`src/rtl/sysctl_pkg.sv`:
```
package sysctl_pkg;

   typedef enum logic [3:0] {
      SEL_NONE,
      SEL_LED,
      SEL_DBG,
      SEL_BTN,
      SEL_T1,
      SEL_T100,
      SEL_EVT,
      SEL_RLD,
      SEL_PSC,
      SEL_SW,
      SEL_CTL
   } sel_e;

   // word addresses; neighbouring software depends on these positions
   localparam int W_LED  = 0;
   localparam int W_DBG  = 1;
   localparam int W_BTN  = 2;
   localparam int W_T1   = 4;
   localparam int W_T100 = 5;
   localparam int W_EVT  = 6;
   localparam int W_RLD  = 7;
   localparam int W_PSC  = 8;
   localparam int W_SW   = 10;
   localparam int W_CTL  = 19;

   localparam int DATA_W = 32;

   function automatic logic is_ext(sel_e s);
      return (s == SEL_EVT) || (s == SEL_RLD) || (s == SEL_PSC);
   endfunction

   function automatic logic [1:0] ext_index(sel_e s);
      case (s)
         SEL_RLD: return 2'd1;
         SEL_PSC: return 2'd2;
         default: return 2'd0;
      endcase
   endfunction

endpackage

```
`src/rtl/sysctl_decode.sv`:
```
module sysctl_decode
   import sysctl_pkg::*;
#(
   parameter int ADDR_W  = 10,
   parameter bit HAS_DBG = 1'b0,
   parameter bit HAS_SW  = 1'b0
) (
   input  logic [ADDR_W-1:0] addr,
   output sel_e              sel
);

   always_comb begin
      sel = SEL_NONE;
      case (addr)
         ADDR_W'(W_LED):  sel = SEL_LED;
         ADDR_W'(W_DBG):  sel = HAS_DBG ? SEL_DBG : SEL_NONE;
         ADDR_W'(W_BTN):  sel = SEL_BTN;
         ADDR_W'(W_T1):   sel = SEL_T1;
         ADDR_W'(W_T100): sel = SEL_T100;
         ADDR_W'(W_EVT):  sel = SEL_EVT;
         ADDR_W'(W_RLD):  sel = SEL_RLD;
         ADDR_W'(W_PSC):  sel = SEL_PSC;
         ADDR_W'(W_SW):   sel = HAS_SW ? SEL_SW : SEL_NONE;
         ADDR_W'(W_CTL):  sel = SEL_CTL;
         default:         sel = SEL_NONE;
      endcase
   end

endmodule

```
`src/rtl/sysctl_tick_ctr.sv`:
```
module sysctl_tick_ctr #(
   parameter int DIV   = 100,
   parameter int CNT_W = 32
) (
   input  logic             clk,
   input  logic             rst_n,
   input  logic             load,
   input  logic [CNT_W-1:0] load_val,
   output logic [CNT_W-1:0] count
);

   localparam int PH_W = (DIV > 1) ? $clog2(DIV) : 1;
   localparam logic [PH_W-1:0] PH_LAST = PH_W'(DIV - 1);

   logic [PH_W-1:0]  ph_q;
   logic [CNT_W-1:0] cnt_q;
   logic             wrap;

   assign wrap  = (ph_q == PH_LAST);
   assign count = cnt_q;

   always_ff @(posedge clk or negedge rst_n) begin
      if (!rst_n) begin
         ph_q  <= '0;
         cnt_q <= '0;
      end else if (load) begin
         ph_q  <= '0;
         cnt_q <= load_val;
      end else if (wrap) begin
         ph_q  <= '0;
         cnt_q <= cnt_q + 1'b1;
      end else begin
         ph_q  <= ph_q + 1'b1;
      end
   end

endmodule

```
`src/rtl/sysctl_regbank.sv`:
```
module sysctl_regbank
   import sysctl_pkg::*;
#(
   parameter int CLK_HZ   = 50_000_000,
   parameter int ADDR_W   = 10,
   parameter int NUM_LEDS = 2,
   parameter int BTN_W    = 4,
   parameter int SW_W     = 8,
   parameter bit HAS_DBG  = 1'b0,
   parameter bit HAS_SW   = 1'b0,
   localparam int LED_W   = (NUM_LEDS > 0) ? NUM_LEDS : 1
) (
   input  logic              clk,
   input  logic              rst_n,
   input  logic              req_rd,
   input  logic              req_wr,
   input  logic [ADDR_W-1:0] req_addr,
   input  logic [31:0]       req_wdata,
   output logic [31:0]       rsp_rdata,
   output logic              rsp_err,
   output logic [LED_W-1:0]  led_o,
   input  logic [BTN_W-1:0]  btn_i,
   input  logic [SW_W-1:0]   sw_i,
   output logic              ext_rd_o,
   output logic              ext_wr_o,
   output logic [1:0]        ext_sel_o,
   output logic [31:0]       ext_wdata_o,
   input  logic [31:0]       ext_rdata_i
);

   localparam int DIV_SLOW = CLK_HZ;
   localparam int DIV_FAST = CLK_HZ / 100;

   initial begin
      assert (CLK_HZ >= 200 && (CLK_HZ % 100) == 0)
         else $error("CLK_HZ must be a multiple of 100 of at least 200");
      assert (NUM_LEDS >= 0 && NUM_LEDS <= DATA_W)
         else $error("NUM_LEDS out of range");
      assert (BTN_W >= 1 && BTN_W <= DATA_W) else $error("BTN_W out of range");
      assert (SW_W >= 1 && SW_W <= DATA_W) else $error("SW_W out of range");
      assert (ADDR_W >= 5) else $error("ADDR_W too small for the map");
   end

   sel_e sel;

   sysctl_decode #(
      .ADDR_W (ADDR_W),
      .HAS_DBG(HAS_DBG),
      .HAS_SW (HAS_SW)
   ) u_dec (
      .addr(req_addr),
      .sel (sel)
   );

   logic wr_hit_led, wr_hit_dbg, wr_hit_ctl;
   assign wr_hit_led = req_wr && (sel == SEL_LED);
   assign wr_hit_dbg = req_wr && (sel == SEL_DBG);
   assign wr_hit_ctl = req_wr && (sel == SEL_CTL);

   // ---------------- LED word ----------------
   logic [31:0] led_rd;
   generate
      if (NUM_LEDS > 0) begin : g_led
         logic [NUM_LEDS-1:0] led_q;
         always_ff @(posedge clk or negedge rst_n) begin
            if (!rst_n)          led_q <= '0;
            else if (wr_hit_led) led_q <= req_wdata[NUM_LEDS-1:0];
         end
         assign led_o  = led_q;
         assign led_rd = 32'(led_q);
      end else begin : g_noled
         assign led_o  = '0;
         assign led_rd = '0;
      end
   endgenerate

   // ---------------- debug word ----------------
   logic [31:0] dbg_rd;
   generate
      if (HAS_DBG) begin : g_dbg
         logic [31:0] dbg_q;
         always_ff @(posedge clk or negedge rst_n) begin
            if (!rst_n)          dbg_q <= '0;
            else if (wr_hit_dbg) dbg_q <= req_wdata;
         end
         assign dbg_rd = dbg_q;
      end else begin : g_nodbg
         logic unused_dbg;
         assign unused_dbg = wr_hit_dbg;
         assign dbg_rd     = '0;
      end
   endgenerate

   // ---------------- switch word ----------------
   logic [31:0] sw_rd;
   generate
      if (HAS_SW) begin : g_sw
         assign sw_rd = 32'(sw_i);
      end else begin : g_nosw
         logic unused_sw;
         assign unused_sw = ^sw_i;
         assign sw_rd     = '0;
      end
   endgenerate

   // ---------------- general control word ----------------
   logic [31:0] ctl_q;
   always_ff @(posedge clk or negedge rst_n) begin
      if (!rst_n)          ctl_q <= '0;
      else if (wr_hit_ctl) ctl_q <= req_wdata;
   end

   // ---------------- tick counters ----------------
   logic [31:0] tb_cnt [2];
   generate
      for (genvar g = 0; g < 2; g++) begin : g_tick
         localparam int   DIV_G = (g == 0) ? DIV_SLOW : DIV_FAST;
         localparam sel_e SEL_G = (g == 0) ? SEL_T1 : SEL_T100;
         sysctl_tick_ctr #(
            .DIV  (DIV_G),
            .CNT_W(32)
         ) u_tick (
            .clk     (clk),
            .rst_n   (rst_n),
            .load    (req_wr && (sel == SEL_G)),
            .load_val(req_wdata),
            .count   (tb_cnt[g])
         );
      end
   endgenerate

   // ---------------- external counter pass-through ----------------
   assign ext_rd_o    = req_rd && is_ext(sel);
   assign ext_wr_o    = req_wr && is_ext(sel);
   assign ext_sel_o   = ext_index(sel);
   assign ext_wdata_o = req_wdata;

   // ---------------- read mux and response ----------------
   logic [31:0] rd_mux;
   always_comb begin
      case (sel)
         SEL_LED:  rd_mux = led_rd;
         SEL_DBG:  rd_mux = dbg_rd;
         SEL_BTN:  rd_mux = 32'(btn_i);
         SEL_T1:   rd_mux = tb_cnt[0];
         SEL_T100: rd_mux = tb_cnt[1];
         SEL_EVT,
         SEL_RLD,
         SEL_PSC:  rd_mux = ext_rdata_i;
         SEL_SW:   rd_mux = sw_rd;
         SEL_CTL:  rd_mux = ctl_q;
         default:  rd_mux = '0;
      endcase
   end

   always_ff @(posedge clk or negedge rst_n) begin
      if (!rst_n) begin
         rsp_rdata <= '0;
         rsp_err   <= 1'b0;
      end else begin
         if (req_rd) rsp_rdata <= rd_mux;
         rsp_err <= (req_rd || req_wr) && (sel == SEL_NONE);
      end
   end

endmodule

```
`config.mk`:
```
export PLATFORM = sky130hd
export DESIGN_NAME = sysctl_regbank
export DESIGN_NICKNAME = d
export VERILOG_FILES = /design/src/rtl/sysctl_pkg.sv /design/src/rtl/sysctl_decode.sv /design/src/rtl/sysctl_tick_ctr.sv /design/src/rtl/sysctl_regbank.sv
export SDC_FILE = /design/constraint.sdc
export NUM_CORES = 1
export LEC_CHECK = 0
export ABC_AREA = 1
export BUFFER_PORTS_ARGS = -buffer_cell sky130_fd_sc_hd__buf_2
export CORE_UTILIZATION = 59
export DETAILED_ROUTE_END_ITERATION = 7
export MAX_ROUTING_LAYER = met4
export PLACE_DENSITY = 0.78
export SYNTH_ARGS = -nofsm -noshare
export SYNTH_HDL_FRONTEND = slang
export SYNTH_SLANG_ARGS = --single-unit
export TNS_END_PERCENT = 50
```
`constraint.sdc`:
```
create_clock -name clk -period 2.1 [get_ports clk]
set_clock_uncertainty 0.05 [all_clocks]
set_input_delay 0.21 -clock clk [delete_from_list [all_inputs] [get_ports clk]]
set_output_delay 0.21 -clock clk [all_outputs]
set_load 0.05 [all_outputs]
```
==> results of run 1 <==
[repair_timing]
item	in CTS	in global routing
endpoints found under the setup margin	0	13
resized for setup	0	10
hold buffers	8	0
endpoints found under the hold margin	38	0
[registers in the layout, indices dropped and copies added, names as in the netlist]
signal and cells:
g_tick.u_tick.count 64, g_tick.u_tick.ph_q 45, ctl_q 32, rsp_rdata 32, led_o 2, rsp_err 1
[final cells by class]
| cell class | count | area (sq um) |
|---|---|---|
| clock buffer | 18 | 439 |
| clock inverter | 14 | 169 |
| multi-input combinational | 1229 | 5760 |
| sequential | 176 | 4400 |
| timing repair buffer | 244 | 1590 |
| tap | 234 | 293 |
| fill | 1611 | 5380 |
| inverter | 196 | 736 |
[worst min-delay path, cell delays in order]
cell and delay, ns:
buf_2 0.08, nand2_1 0.04, nand2_1 0.05, nand2_1 0.04, nand2_1 0.05
[worst paths after layout]
path / from / endpoint / slack, ns
min: ext_rdata_i[3] / rsp_rdata[3] / 0.01
min reg2reg: rsp_rdata[29] / rsp_rdata[29] / 0.43
max: g_tick[0].u_tick.ph_q[0] / g_tick[0].u_tick.ph_q[19] / 0.04
max reg2reg: g_tick[0].u_tick.ph_q[0] / g_tick[0].u_tick.ph_q[19] / 0.04
min in group asynchronous: rst_n / rsp_rdata[16] / 0.20
max in group asynchronous: rst_n / ctl_q[29] / 1.09
[per-layer routing]
layer,up-vias,track usage (%),part of all wire [%]
met5,-,-,0
met4,0,14.9,3.6
met3,91,5.77,9.3
met2,692,64.2,45
met1,5625,54.7,42
li1,5725,-,-
[cells in the final DEF, fill, tap and decap left out, types with 3 or more instances in the layout]
| master | synthesis | routed |
|---|---|---|
| o211ai_1 | 14 | 14 |
| nand3b_1 | 7 | 7 |
| nor3_1 | 51 | 47 |
| buf_4 | 35 | 75 |
| clkbuf_16 | 0 | 17 |
| xor2_1 | 30 | 30 |
| nand2_1 | 607 | 607 |
| mux2_2 | 3 | 3 |
| nor2_2 | 5 | 12 |
| nand4_1 | 66 | 66 |
| nor3_2 | 1 | 5 |
| clkinv_8 | 0 | 3 |
| nor4_1 | 9 | 9 |
| nor3b_1 | 3 | 3 |
| or2_2 | 6 | 6 |
| nand3_1 | 167 | 167 |
| buf_2 | 27 | 151 |
| buf_12 | 0 | 9 |
| inv_1 | 191 | 191 |
| inv_2 | 5 | 5 |
| dfrtp_1 | 176 | 176 |
| o21ai_0 | 54 | 54 |
| a21oi_1 | 16 | 16 |
| nand3_2 | 3 | 3 |
| xnor2_1 | 6 | 6 |
| inv_6 | 0 | 4 |
| ha_1 | 4 | 4 |
| nand2_2 | 4 | 4 |
| dlygate4sd3_1 | 0 | 8 |
| o21ai_1 | 13 | 13 |
| nor2_1 | 142 | 134 |
| mux2_4 | 8 | 8 |
[metrics by stage]
| step | hold slack, ns | cell area, sq um |
|---|---|---|
| 2_1_floorplan | -0.136 | 11400 |
| 3_3_place_gp | 0.0952 | 12700 |
| 3_5_place_dp | 0.0969 | 12700 |
| 4_1_cts | 0.00877 | 13400 |
| 5_1_grt | 0.0243 | 13400 |
| 6_report | 0.0129 | 13400 |
[power breakdown]
group	total [mW]	internal, mW	leakage [nW]	switching [mW]
clock	3.30	1.73	0.290	1.57
sequential	3.69	3.53	2.25	0.159
combinational	0.971	0.310	4.41	0.661
[cell usage after synthesis (6+ instances only)]
| cell | count |
|---|---|
| o21ai_0 | 54 |
| o211ai_1 | 14 |
| xor2_1 | 30 |
| nor4_1 | 9 |
| nor2_1 | 142 |
| o21ai_1 | 13 |
| nand2_1 | 607 |
| a21oi_1 | 16 |
| nor3_1 | 51 |
| xnor2_1 | 6 |
| inv_1 | 191 |
| or2_2 | 6 |
| buf_2 | 27 |
| clkbuf_1 | 23 |
| buf_4 | 35 |
| mux2_4 | 8 |
| nand4_1 | 66 |
| nand3_1 | 167 |
| dfrtp_1 | 176 |
| nand3b_1 | 7 |
[kinds of logic after synthesis]
group / count (synthesis)
adder cells (fa/ha/maj): 4
AO/OA/AOI/OAI: 101
buffers and inverters: 285
XOR/XNOR: 36
AND/OR/NAND/NOR: 1077
multiplexers: 11
flip-flops: 176
==> run summary, run 1 <==
H-tree depth: 4
PwrDens: 595 nW/um^2
Pre-CTS setup slack: -0.0466 ns
Final #Nets: 1958
Hpwl dp: 29.1 mm
Tightest Hold Check Type: primary input to register
Main synth FF type: dfrtp_1
PnR worst setup slack: 0.0418 ns
Initial DRC count: 1406
Avg Cell Area, Syn: 6.73 sq um
GRT Overall Usage: 41.1%
Worst-path cell chain: ha_1 > nand4_1 > nor2_1 > buf_4 > nand4_1 > nand2_1 > inv_2 > o21ai_0 > nor2_1
Slowest-stage cell, CP: inv_2
Clk_lat worst skew: 0.44 ns
Crit path DAT: 2.39 ns
CP peak stage delay: 0.42 ns
WP buf/inv: 2
Chip Height: 141 um
Row cnt: 50
Post-synth top area cell: dfrtp_1
Mapped Cells: 1690
Post-synthesis xor/xnor area fraction: 2.77%
Post-Layout Cell Count: 2111
Setup TNS Final: 0 ns
GRT overflow: 0
GP Congestion: 0.988
Chip width: 141 um
Syn nets: 1784
Fin crit share: 98.0%
Worst vdd ir: 0.613 mV
Initial antenna violation count: 0
Final Hold Fails: 0
Worst Setup End Kind: register
Post-layout minimum cycle time: 2.06 ns
Clock slew at the register clock pins of the worst setup and hold paths: 0.08 ns
CTS tree: yes
Post-synth EDFFs: 0
N_diodes: 0
Drt drc: 0
CTS buffer count: 17
Share of the synthesized area in the top cell type: 38.7%
Slew Limit Headroom: 64.2%
Seq cells post-synth: 176
Die area: 19800 sq um
Worst reg2reg path depth: 9
Worst Hold Depth: 5
Global-route wire length before repair: 60.3 mm
Netlist cell types: 39
Finished Core Util: 71.4%
CTS max path bufs: 2
Max FO, Critical Path: 26
Synth Area in Simple Gates: 40.9%
Largest family of logic cells by synthesized area: simple AND/OR/NAND/NOR gates
Post-synthesis sequential area ratio: 38.7%
Async S/R FF share, synth: 100%
WS Path Type: register to register
WP depth: 9
Synthesized area: 11400 sq um
Leak: 6.95 nW
Final wirelength: 38.6 mm
Vias: 12133
YS warnings: 0
DR vias/cell: 5.75
Tot Pwr: 7.96 mW
Max Freq: 486 MHz
Max-Cap Viols: 0
I/O Buffers: 152
Layout cell share with drive strength beyond 1: 17.0%
Mux share of post-synthesis cell area: 1.35%
Final setup viols: 0
Root Driver: clkbuf_16
Required time worst endpoint: 2.43 ns
Max-slew violation count: 0
Pre-antenna DRT Iters: 8
Area Growth Syn to Fin: 17.8%
Status: completed
Top cells by area, synth: dfrtp_1 39%, nand2_1 20%, nand3_1 7.4%
Unrepaired setup endpoints after global routing: true
Num ports: 161
Cell Count Post-Placement: 2071
Clock Sink Count: 176
Routed wire length per instance: 18.3 um
Post-route ant nets: 0
Startpoint Class: register
Post-synthesis compound-gate area fraction: 4.83%
Post-CTS Repair Setup Buffers: 0
Core area: 18800 sq um
Critical path's top delay family: buffers and inverters
Vias in the first global route: 11104
Initial cell density of the core: 60.6%
Worst-Margin Slew: 0.536 ns
Synth Area in Adders: 0.440%
Largest net degree at the start of global routing: 61
(Power assumes the default switching activity.)
==> inputs of run 2 (changes only) <==
CORE_UTILIZATION = 53   (was 59)
PLACE_DENSITY = 0.74   (was 0.78)
clock period = 1.7 ns   (was 2.1 ns; I/O delays follow)
==> run summary, run 2 (same netlist as run 1, synthesis figures left out) <==
N_diodes: 0
Pre-antenna DRT Iters: 6
Final setup viols: 83
Routed wire length per instance: 17.9 um
FILL cells: 1796
CTS buffer count: 17
Required time worst endpoint: 2.00 ns
DR vias/cell: 5.52
Max FO, Critical Path: 9
Area after DPL: 13800 sq um
Worst-Margin Slew: 0.470 ns
CP peak stage delay: 0.39 ns
Final wirelength: 41.6 mm
GRT overflow: 0
Setup TNS Final: -10.49 ns
H-tree depth: 4
I/O Buffers: 152
Core area: 21000 sq um
Worst Hold Depth: 5
PnR worst setup slack: -0.245 ns
Crit path DAT: 2.25 ns
Initial antenna violation count: 0
Post-route cell area: 15500 sq um
Tot Pwr: 10.1 mW
Vias in the first global route: 12073
Clk_lat worst skew: 0.44 ns
Die area: 22000 sq um
Initial DRC count: 1185
Largest net degree at the start of global routing: 77
Row cnt: 53
Layout cell share with drive strength beyond 1: 30.0%
CTS max path bufs: 2
GRT Overall Usage: 38.9%
CTS tree: yes
R2R Path Start: g_tick[0].u_tick.ph_q[0]
Final #Nets: 2127
Startpoint Class: register
Slew Limit Headroom: 68.7%
Commonest non-fill, non-tap cell in the layout: nand2_1
Unrepaired setup endpoints after global routing: true
Crit Reg-Reg Endpoint: g_tick[0].u_tick.count[19]
Hpwl dp: 30.5 mm
Max-slew violation count: 0
Final Hold Fails: 0
Clock slew at the register clock pins of the worst setup and hold paths: 0.07 ns
Post-route ant nets: 0
Vias: 12815
Setup slack, reg-to-reg: -0.24 ns
Initial cell density of the core: 54.1%
Clock Sink Count: 176
Cell Count Post-Placement: 2246
Hold EP: rsp_rdata[23]
Fin crit share: 114%
Tightest Hold Check Type: primary input to register
Num ports: 161
Area Growth Syn to Fin: 36.5%
Leak: 8.06 nW
Drt drc: 0
Worst reg2reg path depth: 9
PwrDens: 653 nW/um^2
Root Driver: clkbuf_16
Max-Cap Viols: 0
Slowest-stage cell, CP: dfrtp_1
Most frequent cells in the layout: 572 x nand2_1, 215 x buf_4, 181 x inv_1
Post-Layout Cell Count: 2321
WS Path Type: register to register
Chip width: 148 um
GP Congestion: 0.996
Post-layout minimum cycle time: 1.94 ns
Area occupied by registers: 4410 sq um
Worst Setup End Kind: register
Max reg flops: 64
Chip Height: 148 um
Critical path's top delay family: simple AND/OR/NAND/NOR gates
Hold_sp: ext_rdata_i[23]
Status: finished with violations
Worst vdd ir: 0.676 mV
Pre-CTS setup slack: -0.369 ns
Violated checks: negative setup slack
Global-route wire length before repair: 63.9 mm
Worst-path cell chain: ha_2 > nand4_1 > nor2_2 > nand4_1 > nand2_4 > buf_12 > buf_12 > nand3_1 > o21ai_1
Multi-input combinational cell area: 6340 sq um
WP buf/inv: 2
Max Freq: 514 MHz
run 2: cell count changes in the layout (fill, tap and decap cells not counted), moves of 13 or more:
| cell | previous run | this run |
|---|---|---|
| nand3_1 | 167 | 143 |
| nor3_1 | 47 | 34 |
| nand3_2 | 3 | 25 |
| buf_6 | 1 | 15 |
| nand2_1 | 607 | 572 |
| nand2_2 | 4 | 31 |
| buf_4 | 75 | 215 |
| nor2_2 | 12 | 27 |
| nor2_1 | 134 | 104 |
| nor2_4 | 2 | 17 |
run 2: stage by stage:
step                hold slack [ns]  utilization (%)
floorplan                    -0.176                -
global placement            -0.0742             65.7
detailed placement          -0.0704             65.7
CTS                        0.000387             71.1
global route                0.00183             73.8
finish                     0.000553             73.8
run 2: final cells by class:
cell class | count | area share [%]
Timing Repair inverter | 3 | 0.193
Sequential cell | 176 | 28.4
Inverter | 196 | 4.93
Timing Repair Buffer | 410 | 19.6
Clock inverter | 14 | 0.967
Tap cell | 275 | 2.22
Multi-Input combinational cell | 1229 | 40.9
Clock buffer | 18 | 2.83
run 2: where the power goes:
part | internal [mW] | switching (mW) | total, mW
Clock | 2.12 | 1.92 | 4.04
Sequential | 4.36 | 0.185 | 4.55
Combinational | 0.572 | 0.984 | 1.56
Total | 7.05 | 3.09 | 10.1
run 2: how the worst max path moves through the flow:
stage	depth (start not counted)	slack, ns	end	start
2_1_floorplan	7	-0.13	ext_sel_o[0]	req_addr[9]
3_3_place_gp	12	-0.27	g_tick[0].u_tick.ph_q[19]	req_addr[9]
3_5_place_dp	12	-0.37	g_tick[0].u_tick.ph_q[19]	req_addr[9]
4_1_cts	8	-0.09	g_tick[0].u_tick.count[2]	g_tick[0].u_tick.ph_q[1]
5_1_grt	8	-0.30	g_tick[0].u_tick.count[4]	g_tick[0].u_tick.ph_q[0]
6_report	9	-0.24	g_tick[0].u_tick.count[19]	g_tick[0].u_tick.ph_q[0]
run 2: tightest hold or removal path, delay by kind of cell:
kind / cells / cell delay [ns]
buf+inv: 1 / 0.07
simple gates: 4 / 0.20
run 2: layer usage:
metal,track usage (%),vias to the layer above,share of wire [%]
met5,-,-,0
met4,17.8,0,4.7
met3,5.03,130,7.2
met2,62.6,591,47
met1,48.9,6027,41
li1,-,6067,-
run 2: repair_timing:
action | 4_1_cts | 5_1_grt
setup endpoints to repair | 87 | 103
hold buffers | 13 | 0
buffers inserted | 10 | 14
cloned | 3 | 3
resized for setup | 83 | 128
hold endpoints to repair | 188 | 0
pin swaps | 22 | 39
